`config.mk`:
```
export PLATFORM = sky130hd
export DESIGN_NAME = cfseq_top
export DESIGN_NICKNAME = d
export VERILOG_FILES = /design/src/rtl/cfseq_pkg.sv /design/src/rtl/cfseq_decode.sv /design/src/rtl/cfseq_lifo.sv /design/src/rtl/cfseq_top.sv
export SDC_FILE = /design/constraint.sdc
export NUM_CORES = 2
export LEC_CHECK = 0
export BUFFER_PORTS_ARGS = -buffer_cell sky130_fd_sc_hd__buf_2
export CELL_PAD_IN_SITES_DETAIL_PLACEMENT = 0
export CELL_PAD_IN_SITES_GLOBAL_PLACEMENT = 1
export CORE_ASPECT_RATIO = 0.75
export CORE_MARGIN = 5
export CORE_UTILIZATION = 55
export CTS_BUF_LIST = sky130_fd_sc_hd__clkbuf_4 sky130_fd_sc_hd__clkbuf_8
export DETAILED_ROUTE_END_ITERATION = 10
export PLACE_DENSITY_LB_ADDON = 0.1
export REMOVE_ABC_BUFFERS = 1
export SKIP_CTS_REPAIR_TIMING = 1
export SLEW_MARGIN = 20
export SYNTH_ARGS = -nofsm -noshare
export SYNTH_HDL_FRONTEND = slang
export SYNTH_SLANG_ARGS = --single-unit
```
`constraint.sdc`:
```
create_clock -name clk -period 25.4 [get_ports clk]
set_input_delay 5.08 -clock clk [delete_from_list [all_inputs] [get_ports clk]]
set_output_delay 5.08 -clock clk [all_outputs]
set_load 0.02 [all_outputs]
```
`src/rtl/cfseq_pkg.sv`:
```
package cfseq_pkg;
   localparam int LANES = 64;
   localparam int WORD_W = 64;
   localparam int OP_LSB = 59;

   localparam logic [4:0] OP_NOP   = 5'd0;
   localparam logic [4:0] OP_END   = 5'd1;
   localparam logic [4:0] OP_PUSH  = 5'd2;
   localparam logic [4:0] OP_POP   = 5'd3;
   localparam logic [4:0] OP_ELSE  = 5'd4;
   localparam logic [4:0] OP_JUMP  = 5'd5;
   localparam logic [4:0] OP_LBEG  = 5'd6;
   localparam logic [4:0] OP_LEND  = 5'd7;
   localparam logic [4:0] OP_LBRK  = 5'd8;
   localparam logic [4:0] OP_LCONT = 5'd9;
   localparam logic [4:0] OP_CALL  = 5'd10;
   localparam logic [4:0] OP_RET   = 5'd11;
   localparam logic [4:0] OP_CLS   = 5'd12;

   typedef enum logic [1:0] {
      ST_IDLE = 2'd0,
      ST_RUN  = 2'd1,
      ST_WAIT = 2'd2,
      ST_HALT = 2'd3
   } seq_state_e;
endpackage

```
`src/rtl/cfseq_decode.sv`:
```
module cfseq_decode
   import cfseq_pkg::*;
#(
   parameter int ADDR_W = 10,
   parameter int CNT_W  = 16
) (
   input  logic [WORD_W-1:0] instr_i,
   output logic [4:0]        op_o,
   output logic [ADDR_W-1:0] target_o,
   output logic [CNT_W-1:0]  count_o,
   output logic [1:0]        kind_o
);
   if (ADDR_W < 1 || ADDR_W > 16) begin : g_bad_addr
      $error("cfseq_decode: ADDR_W must lie in 1..16");
   end
   if (CNT_W < 1 || CNT_W > 16) begin : g_bad_cnt
      $error("cfseq_decode: CNT_W must lie in 1..16");
   end

   logic unused_word;
   assign unused_word = ^instr_i;

   assign op_o     = instr_i[OP_LSB +: 5];
   assign target_o = instr_i[ADDR_W-1:0];
   assign count_o  = instr_i[16 +: CNT_W];
   assign kind_o   = instr_i[57:56];
endmodule

```
`src/rtl/cfseq_lifo.sv`:
```
module cfseq_lifo #(
   parameter int W     = 8,
   parameter int DEPTH = 4
) (
   input  logic         clk,
   input  logic         rst_n,
   input  logic         clr,
   input  logic         push,
   input  logic         pop,
   input  logic         wr_top,
   input  logic [W-1:0] din,
   output logic [W-1:0] top,
   output logic         empty,
   output logic         full
);
   localparam int CW = $clog2(DEPTH + 1);

   if (DEPTH < 1) begin : g_bad_depth
      $error("cfseq_lifo: DEPTH must be at least 1");
   end

   logic [CW-1:0] cnt_q;

   assign empty = (cnt_q == '0);
   assign full  = (cnt_q == CW'(DEPTH));

   always_ff @(posedge clk or negedge rst_n) begin
      if (!rst_n) begin
         cnt_q <= '0;
      end else if (clr) begin
         cnt_q <= '0;
      end else if (push && !full) begin
         cnt_q <= cnt_q + 1'b1;
      end else if (pop && !empty) begin
         cnt_q <= cnt_q - 1'b1;
      end
   end

   if (DEPTH == 1) begin : g_single
      logic [W-1:0] ent_q;
      always_ff @(posedge clk) begin
         if ((push && !full) || (wr_top && !empty)) ent_q <= din;
      end
      assign top = empty ? '0 : ent_q;
   end else begin : g_array
      localparam int PW = $clog2(DEPTH);
      logic [W-1:0]  mem_q [DEPTH];
      logic [PW-1:0] top_idx;
      logic [PW-1:0] wr_idx;
      assign top_idx = PW'(cnt_q - 1'b1);
      assign wr_idx  = push ? PW'(cnt_q) : top_idx;
      always_ff @(posedge clk) begin
         if ((push && !full) || (wr_top && !empty)) mem_q[wr_idx] <= din;
      end
      assign top = empty ? '0 : mem_q[top_idx];
   end
endmodule

```
`src/rtl/cfseq_top.sv`:
```
module cfseq_top
   import cfseq_pkg::*;
#(
   parameter int ADDR_W     = 10,
   parameter int CNT_W      = 16,
   parameter int MASK_DEPTH = 8,
   parameter int LOOP_DEPTH = 4,
   parameter int CALL_DEPTH = 4
) (
   input  logic              clk,
   input  logic              rst_n,
   input  logic              start_i,
   input  logic [LANES-1:0]  init_mask_i,
   input  logic [WORD_W-1:0] instr_i,
   input  logic [LANES-1:0]  pred_i,
   input  logic              clause_done_i,
   output logic [ADDR_W-1:0] pc_o,
   output logic [LANES-1:0]  exec_mask_o,
   output logic              clause_valid_o,
   output logic [1:0]        clause_kind_o,
   output logic [ADDR_W-1:0] clause_addr_o,
   output logic [LANES-1:0]  clause_mask_o,
   output logic              busy_o,
   output logic              done_o,
   output logic              error_o
);
   localparam int LREC_W = CNT_W + ADDR_W + 2 * LANES;

   if (MASK_DEPTH < 1 || LOOP_DEPTH < 1 || CALL_DEPTH < 1) begin : g_bad_depths
      $error("cfseq_top: every stack depth must be at least 1");
   end

   seq_state_e        st_q, st_n;
   logic [ADDR_W-1:0] pc_q, pc_n, pc_inc;
   logic [LANES-1:0]  mask_q, mask_n;
   logic              err_q, err_n;
   logic [1:0]        kind_q;
   logic [ADDR_W-1:0] caddr_q;

   logic [4:0]        op;
   logic [ADDR_W-1:0] tgt;
   logic [CNT_W-1:0]  cnt;
   logic [1:0]        kind;

   cfseq_decode #(.ADDR_W(ADDR_W), .CNT_W(CNT_W)) u_dec (
      .instr_i (instr_i),
      .op_o    (op),
      .target_o(tgt),
      .count_o (cnt),
      .kind_o  (kind)
   );

   // Stack control
   logic              clr;
   logic              ms_push, ms_pop, ms_empty, ms_full;
   logic [LANES-1:0]  ms_top;
   logic              ls_push, ls_pop, ls_wr, ls_empty, ls_full;
   logic [LREC_W-1:0] ls_din, ls_top;
   logic              rs_push, rs_pop, rs_empty, rs_full;
   logic [ADDR_W-1:0] rs_top;

   cfseq_lifo #(.W(LANES), .DEPTH(MASK_DEPTH)) u_mask_stk (
      .clk(clk), .rst_n(rst_n), .clr(clr), .push(ms_push), .pop(ms_pop),
      .wr_top(1'b0), .din(mask_q), .top(ms_top), .empty(ms_empty), .full(ms_full)
   );

   cfseq_lifo #(.W(LREC_W), .DEPTH(LOOP_DEPTH)) u_loop_stk (
      .clk(clk), .rst_n(rst_n), .clr(clr), .push(ls_push), .pop(ls_pop),
      .wr_top(ls_wr), .din(ls_din), .top(ls_top), .empty(ls_empty), .full(ls_full)
   );

   cfseq_lifo #(.W(ADDR_W), .DEPTH(CALL_DEPTH)) u_ret_stk (
      .clk(clk), .rst_n(rst_n), .clr(clr), .push(rs_push), .pop(rs_pop),
      .wr_top(1'b0), .din(pc_inc), .top(rs_top), .empty(rs_empty), .full(rs_full)
   );

   // Loop record fields: count, body start, entry mask, broken lanes
   logic [CNT_W-1:0]  l_cnt, l_cnt_dec;
   logic [ADDR_W-1:0] l_start;
   logic [LANES-1:0]  l_entry, l_brk, l_next;
   assign {l_cnt, l_start, l_entry, l_brk} = ls_top;
   assign l_cnt_dec = l_cnt - 1'b1;
   assign l_next    = l_entry & ~l_brk;
   assign pc_inc    = pc_q + 1'b1;

   always_comb begin
      st_n    = st_q;
      pc_n    = pc_q;
      mask_n  = mask_q;
      err_n   = err_q;
      clr     = 1'b0;
      ms_push = 1'b0;
      ms_pop  = 1'b0;
      ls_push = 1'b0;
      ls_pop  = 1'b0;
      ls_wr   = 1'b0;
      ls_din  = '0;
      rs_push = 1'b0;
      rs_pop  = 1'b0;
      unique case (st_q)
         ST_IDLE, ST_HALT: begin
            if (start_i) begin
               st_n   = ST_RUN;
               pc_n   = '0;
               mask_n = init_mask_i;
               err_n  = 1'b0;
               clr    = 1'b1;
            end
         end
         ST_WAIT: begin
            if (clause_done_i) begin
               st_n = ST_RUN;
               pc_n = pc_inc;
            end
         end
         default: begin
            pc_n = pc_inc;
            case (op)
               OP_END: begin
                  st_n = ST_HALT;
                  pc_n = pc_q;
               end
               OP_PUSH: begin
                  if (ms_full) begin
                     err_n = 1'b1;
                  end else begin
                     ms_push = 1'b1;
                     mask_n  = mask_q & pred_i;
                  end
               end
               OP_POP: begin
                  if (ms_empty) begin
                     err_n = 1'b1;
                  end else begin
                     ms_pop = 1'b1;
                     mask_n = ms_top;
                  end
               end
               OP_ELSE: begin
                  if (ms_empty) err_n = 1'b1;
                  else mask_n = ms_top & ~mask_q;
               end
               OP_JUMP: begin
                  if (mask_q == '0) pc_n = tgt;
               end
               OP_LBEG: begin
                  if (cnt == '0 || mask_q == '0) begin
                     pc_n = tgt;
                  end else if (ls_full) begin
                     err_n = 1'b1;
                  end else begin
                     ls_push = 1'b1;
                     ls_din  = {cnt, pc_inc, mask_q, {LANES{1'b0}}};
                  end
               end
               OP_LEND: begin
                  if (ls_empty) begin
                     err_n = 1'b1;
                  end else if (l_cnt_dec == '0 || l_next == '0) begin
                     ls_pop = 1'b1;
                     mask_n = l_entry;
                  end else begin
                     ls_wr  = 1'b1;
                     ls_din = {l_cnt_dec, l_start, l_entry, l_brk};
                     pc_n   = l_start;
                     mask_n = l_next;
                  end
               end
               OP_LBRK: begin
                  if (ls_empty) begin
                     err_n = 1'b1;
                  end else begin
                     ls_wr  = 1'b1;
                     ls_din = {l_cnt, l_start, l_entry, l_brk | (mask_q & pred_i)};
                     mask_n = mask_q & ~pred_i;
                  end
               end
               OP_LCONT: begin
                  if (ls_empty) err_n = 1'b1;
                  else mask_n = mask_q & ~pred_i;
               end
               OP_CALL: begin
                  if (rs_full) begin
                     err_n = 1'b1;
                  end else begin
                     rs_push = 1'b1;
                     pc_n    = tgt;
                  end
               end
               OP_RET: begin
                  if (rs_empty) begin
                     st_n = ST_HALT;
                     pc_n = pc_q;
                  end else begin
                     rs_pop = 1'b1;
                     pc_n   = rs_top;
                  end
               end
               OP_CLS: begin
                  st_n = ST_WAIT;
                  pc_n = pc_q;
               end
               default: ;
            endcase
            if (err_n && !err_q) begin
               st_n   = ST_HALT;
               pc_n   = pc_q;
               mask_n = mask_q;
            end
         end
      endcase
   end

   always_ff @(posedge clk or negedge rst_n) begin
      if (!rst_n) begin
         st_q    <= ST_IDLE;
         pc_q    <= '0;
         mask_q  <= '0;
         err_q   <= 1'b0;
         kind_q  <= '0;
         caddr_q <= '0;
      end else begin
         st_q   <= st_n;
         pc_q   <= pc_n;
         mask_q <= mask_n;
         err_q  <= err_n;
         if (st_q == ST_RUN && op == OP_CLS) begin
            kind_q  <= kind;
            caddr_q <= tgt;
         end
      end
   end

   assign pc_o           = pc_q;
   assign exec_mask_o    = mask_q;
   assign clause_valid_o = (st_q == ST_WAIT);
   assign clause_kind_o  = kind_q;
   assign clause_addr_o  = caddr_q;
   assign clause_mask_o  = mask_q;
   assign busy_o         = (st_q == ST_RUN) || (st_q == ST_WAIT);
   assign done_o         = (st_q == ST_HALT);
   assign error_o        = err_q;
endmodule

```
==> run_results.csv <==
group,metric,value,unit
critical_path,critical_path_class,"input port to register",
synth,yosysWarnings,0,
sta,fin_crit_sh,0.385,
critical_path,rr_startpoint,"u_loop_stk.cnt_q[0]",
critical_path,crit_family,"buffers and inverters",
synth,synthTopCellsByArea,"edfxtp_1 65%, mux4_2 12%, dfrtp_1 4.6%",
floorplan,dieArea,0.105,mm^2
place,io_buffers,318,
route,drt_wl_total,155,mm
sta,fmax,0.102,GHz
critical_path,worst-r2r-setup-slack,16670,ps
critical_path,critPathMaxFanout,54,
global_route,grt_pass1_vias,34400,
sta,post-route-min-period,9790,ps
critical_path,cp.arrival,10260,ps
synth,syn_area,0.0542,mm^2
cells_and_area,area_growth,12.3,%
synth,synth-seq-area-share,0.693,
synth,synthCells,3350,
floorplan,core,0.0975,mm^2
pwr,p_leak,19.2,nW
cells_and_area,final_common_cell,"edfxtp_1",
global_route,grt_antenna_before_repair,5,
sta,rsz0062_at_grt,"no",
sta,skew,42.8,ps
sta,drv_slew,0,
critical_path,critPathMostFrequentCell,"buf_4",
cts,clock_latency,890,ps
cts,clock_sinks,1267,
critical_path,worst_ep_required_time,25880,ps
worst_hold_path,hold_path.class,"register to register",
critical_path,endpoint,"u_loop_stk.g_array.mem_q[3][11]",
route,wl_per_cell,30.2,um
floorplan,fp.dieW,373,um
cts,cts-root-buf,"clkbuf_8",
floorplan,pin_count,350,
route,drt-initial-drc-count,4121,
route,routed.top_layer,"met4",
pwr,vdd_drop_max,0.0000799,V
synth,synth_top_area_frac,0.647,
cells_and_area,layout.cells.most_common_list,"1168 x edfxtp_1, 317 x buf_2, 292 x mux4_2",
route,wl_met3,17.2,mm
sta,worst_pin_slew,1220,ps
route,drt-met1-wl,61.7,mm
global_route,grt_pass1_wl,226,mm
cells_and_area,drive_gt1_frac,0.281,
place,dpl.hpwl,87.4,mm
run_status,run_status,"finished, final reports clean",
floorplan,num_rows,99,
route,drtAntennaViolNets,0,
synth,async_flop_share,0.0781,
critical_path,worstPathCellList,"buf_2, nor4bb_1, and2_1, nand3_2, a21o_4, buf_4, o31ai_4, buf_4, buf_4",
critical_path,worstRegToRegCells,18,
synth,yosysUniqueCellTypes,68,
place,place.gp.congestion,0.843,
global_route,grt-ovfl-total,0,
cts,cts_buffers,188,
critical_path,worstSetupPathDepth,9,
cts,clk_pin_slew,60,ps
critical_path,cpMaxStageDelayCell,"buf_4",
flow_run,drv_cap,0,
cts,cts_buffer_depth,3,
cells_and_area,nNetsFinal,3859,
critical_path,end_kind,"register",
cells_and_area,post-route-util,0.625,
route,num_vias,34100,
synth,synth-main-ff-cell,"edfxtp_1",
sta,slew_headroom,0.185,
floorplan,dieHeight,282,um
critical_path,cp-start-kind,"input port",
synth,synth_edf_count,1168,
synth,synth_area_per_cell,16.2,um^2
critical_path,rr_endpoint,"u_loop_stk.g_array.mem_q[3][11]",
route,route.met2.wl,72.1,mm
cts,h-tree-depth,4,
critical_path,path_buf_inv,4,
pwr,power.density,99.0,mW/mm^2
route,drc_errors,0,
sta,finalSetupTns,0,ps
global_route,track_usage,0.295,
global_route,grt_max_degree,152,
route,post_drt_via_cell_ratio,6.66,
synth,ys_ff_latch,1267,
worst_hold_path,min_from,"clause_addr_o[0]",
cells_and_area,num-fill-cells,7109,
sta,setup_viol,0,
critical_path,startpoint,"instr_i[61]",
critical_path,max_stage_delay,880,ps
cts,cts_tree,"built",
sta,finalHoldViolCount,0,
route,first_pass_iters,6,
floorplan,floorplan.initialDensity,0.556,
synth,synth_area_leader_cell,"edfxtp_1",
worst_hold_path,min_path_cells,1,
-- flip-flops by register name, summed over array words and instances, names as in the netlist --
name and count:
clause_kind_o 2, u_ret_stk.g_array.mem_q 40, u_mask_stk.g_array.mem_q 512, u_loop_stk.g_array.mem_q 616
clause_addr_o 10, pc_o 10, clause_mask_o 64, u_mask_stk.cnt_q 4
u_ret_stk.cnt_q 3, st_q 2, error_o 1, u_loop_stk.cnt_q 3
-- report_power, final --
group	total (mW)	internal [mW]	switching, mW
registers	2.74	2.46	0.282
clock network	1.70	0.925	0.779
logic	1.58	0.551	1.03
-- cell type report --
| cell class | instances | area (um^2) | share of cell area |
|---|---|---|---|
| inverter | 23 | 86.3 | 0.00142 |
| antenna | 3 | 7.51 | 0.000123 |
| clock inverter | 70 | 490 | 0.00806 |
| timing repair buffer | 399 | 2260 | 0.0372 |
| tap | 1313 | 1640 | 0.0270 |
| multi-input combinational | 1769 | 15400 | 0.254 |
| clock buffer | 278 | 3390 | 0.0558 |
| sequential | 1267 | 37600 | 0.617 |
-- how the worst min path moves through the flow --
stage	endpoint	slack (ps)
2_1_floorplan	u_ret_stk.cnt_q[1]	520
3_3_place_gp	clause_addr_o[7]	480
3_5_place_dp	clause_addr_o[4]	490
4_1_cts	clause_addr_o[0]	510
5_1_grt	clause_addr_o[4]	510
6_report	clause_addr_o[0]	500
-- synthesized netlist by cell type, types with 4 or more instances --
| cell | instances |
|---|---|
| a2111oi_0 | 68 |
| a21o_1 | 5 |
| a21oi_1 | 117 |
| a221o_1 | 7 |
| a22o_1 | 75 |
| a22oi_1 | 12 |
| a311oi_1 | 64 |
| a31oi_1 | 69 |
| and2_1 | 4 |
| and3_1 | 5 |
| buf_1 | 27 |
| buf_2 | 38 |
| buf_4 | 70 |
| buf_6 | 5 |
| clkbuf_1 | 151 |
| dfrtp_1 | 99 |
| edfxtp_1 | 1168 |
| ha_1 | 15 |
| inv_1 | 23 |
| mux2_2 | 14 |
| mux4_2 | 292 |
| nand2_1 | 123 |
| nand2b_1 | 9 |
| nand3_1 | 86 |
| nand3b_1 | 6 |
| nand4_1 | 19 |
| nor2_1 | 295 |
| nor2b_1 | 69 |
| nor3_1 | 31 |
| nor4_1 | 45 |
| o211ai_1 | 8 |
| o21a_1 | 4 |
| o21ai_0 | 196 |
| o21ai_1 | 46 |
| o31ai_1 | 6 |
| or2_2 | 4 |
| or3_1 | 6 |
| or4_1 | 4 |
| xnor2_1 | 16 |
| xor2_1 | 8 |
-- metrics by stage --
stage / hold WS [ps] / setup WS [ps] / cell area, um^2 / power, mW / instances
finish: 503 / 15610 / 60900 / 6.03 / 5122
global route: 513 / 15430 / 60900 / 6.28 / 5122
CTS: 505 / 15770 / 60900 / 6.05 / 5119
detailed placement: 493 / 14780 / 57000 / 4.36 / 4771
global placement: 481 / 14810 / 56900 / 4.32 / 4769
floorplan: 519 / -1420 / 52800 / 3.73 / 3059
-- per-layer routing --
layer	GRT usage	vias up
li1	-	14100
met1	0.429	17600
met2	0.456	2127
met3	0.0642	246
met4	0.0908	0
met5	0	-
-- kinds of logic after synthesis --
group           Yosys count  synth area share
mux                     309             0.125
buf+inv                 314            0.0282
fa+ha+maj                15           0.00346
simple gates            721            0.0624
xor+xnor                 24           0.00388
compound gates          700            0.0845
flops                  1267             0.693
No activity file was read; power rests on OpenSTA's default activity.
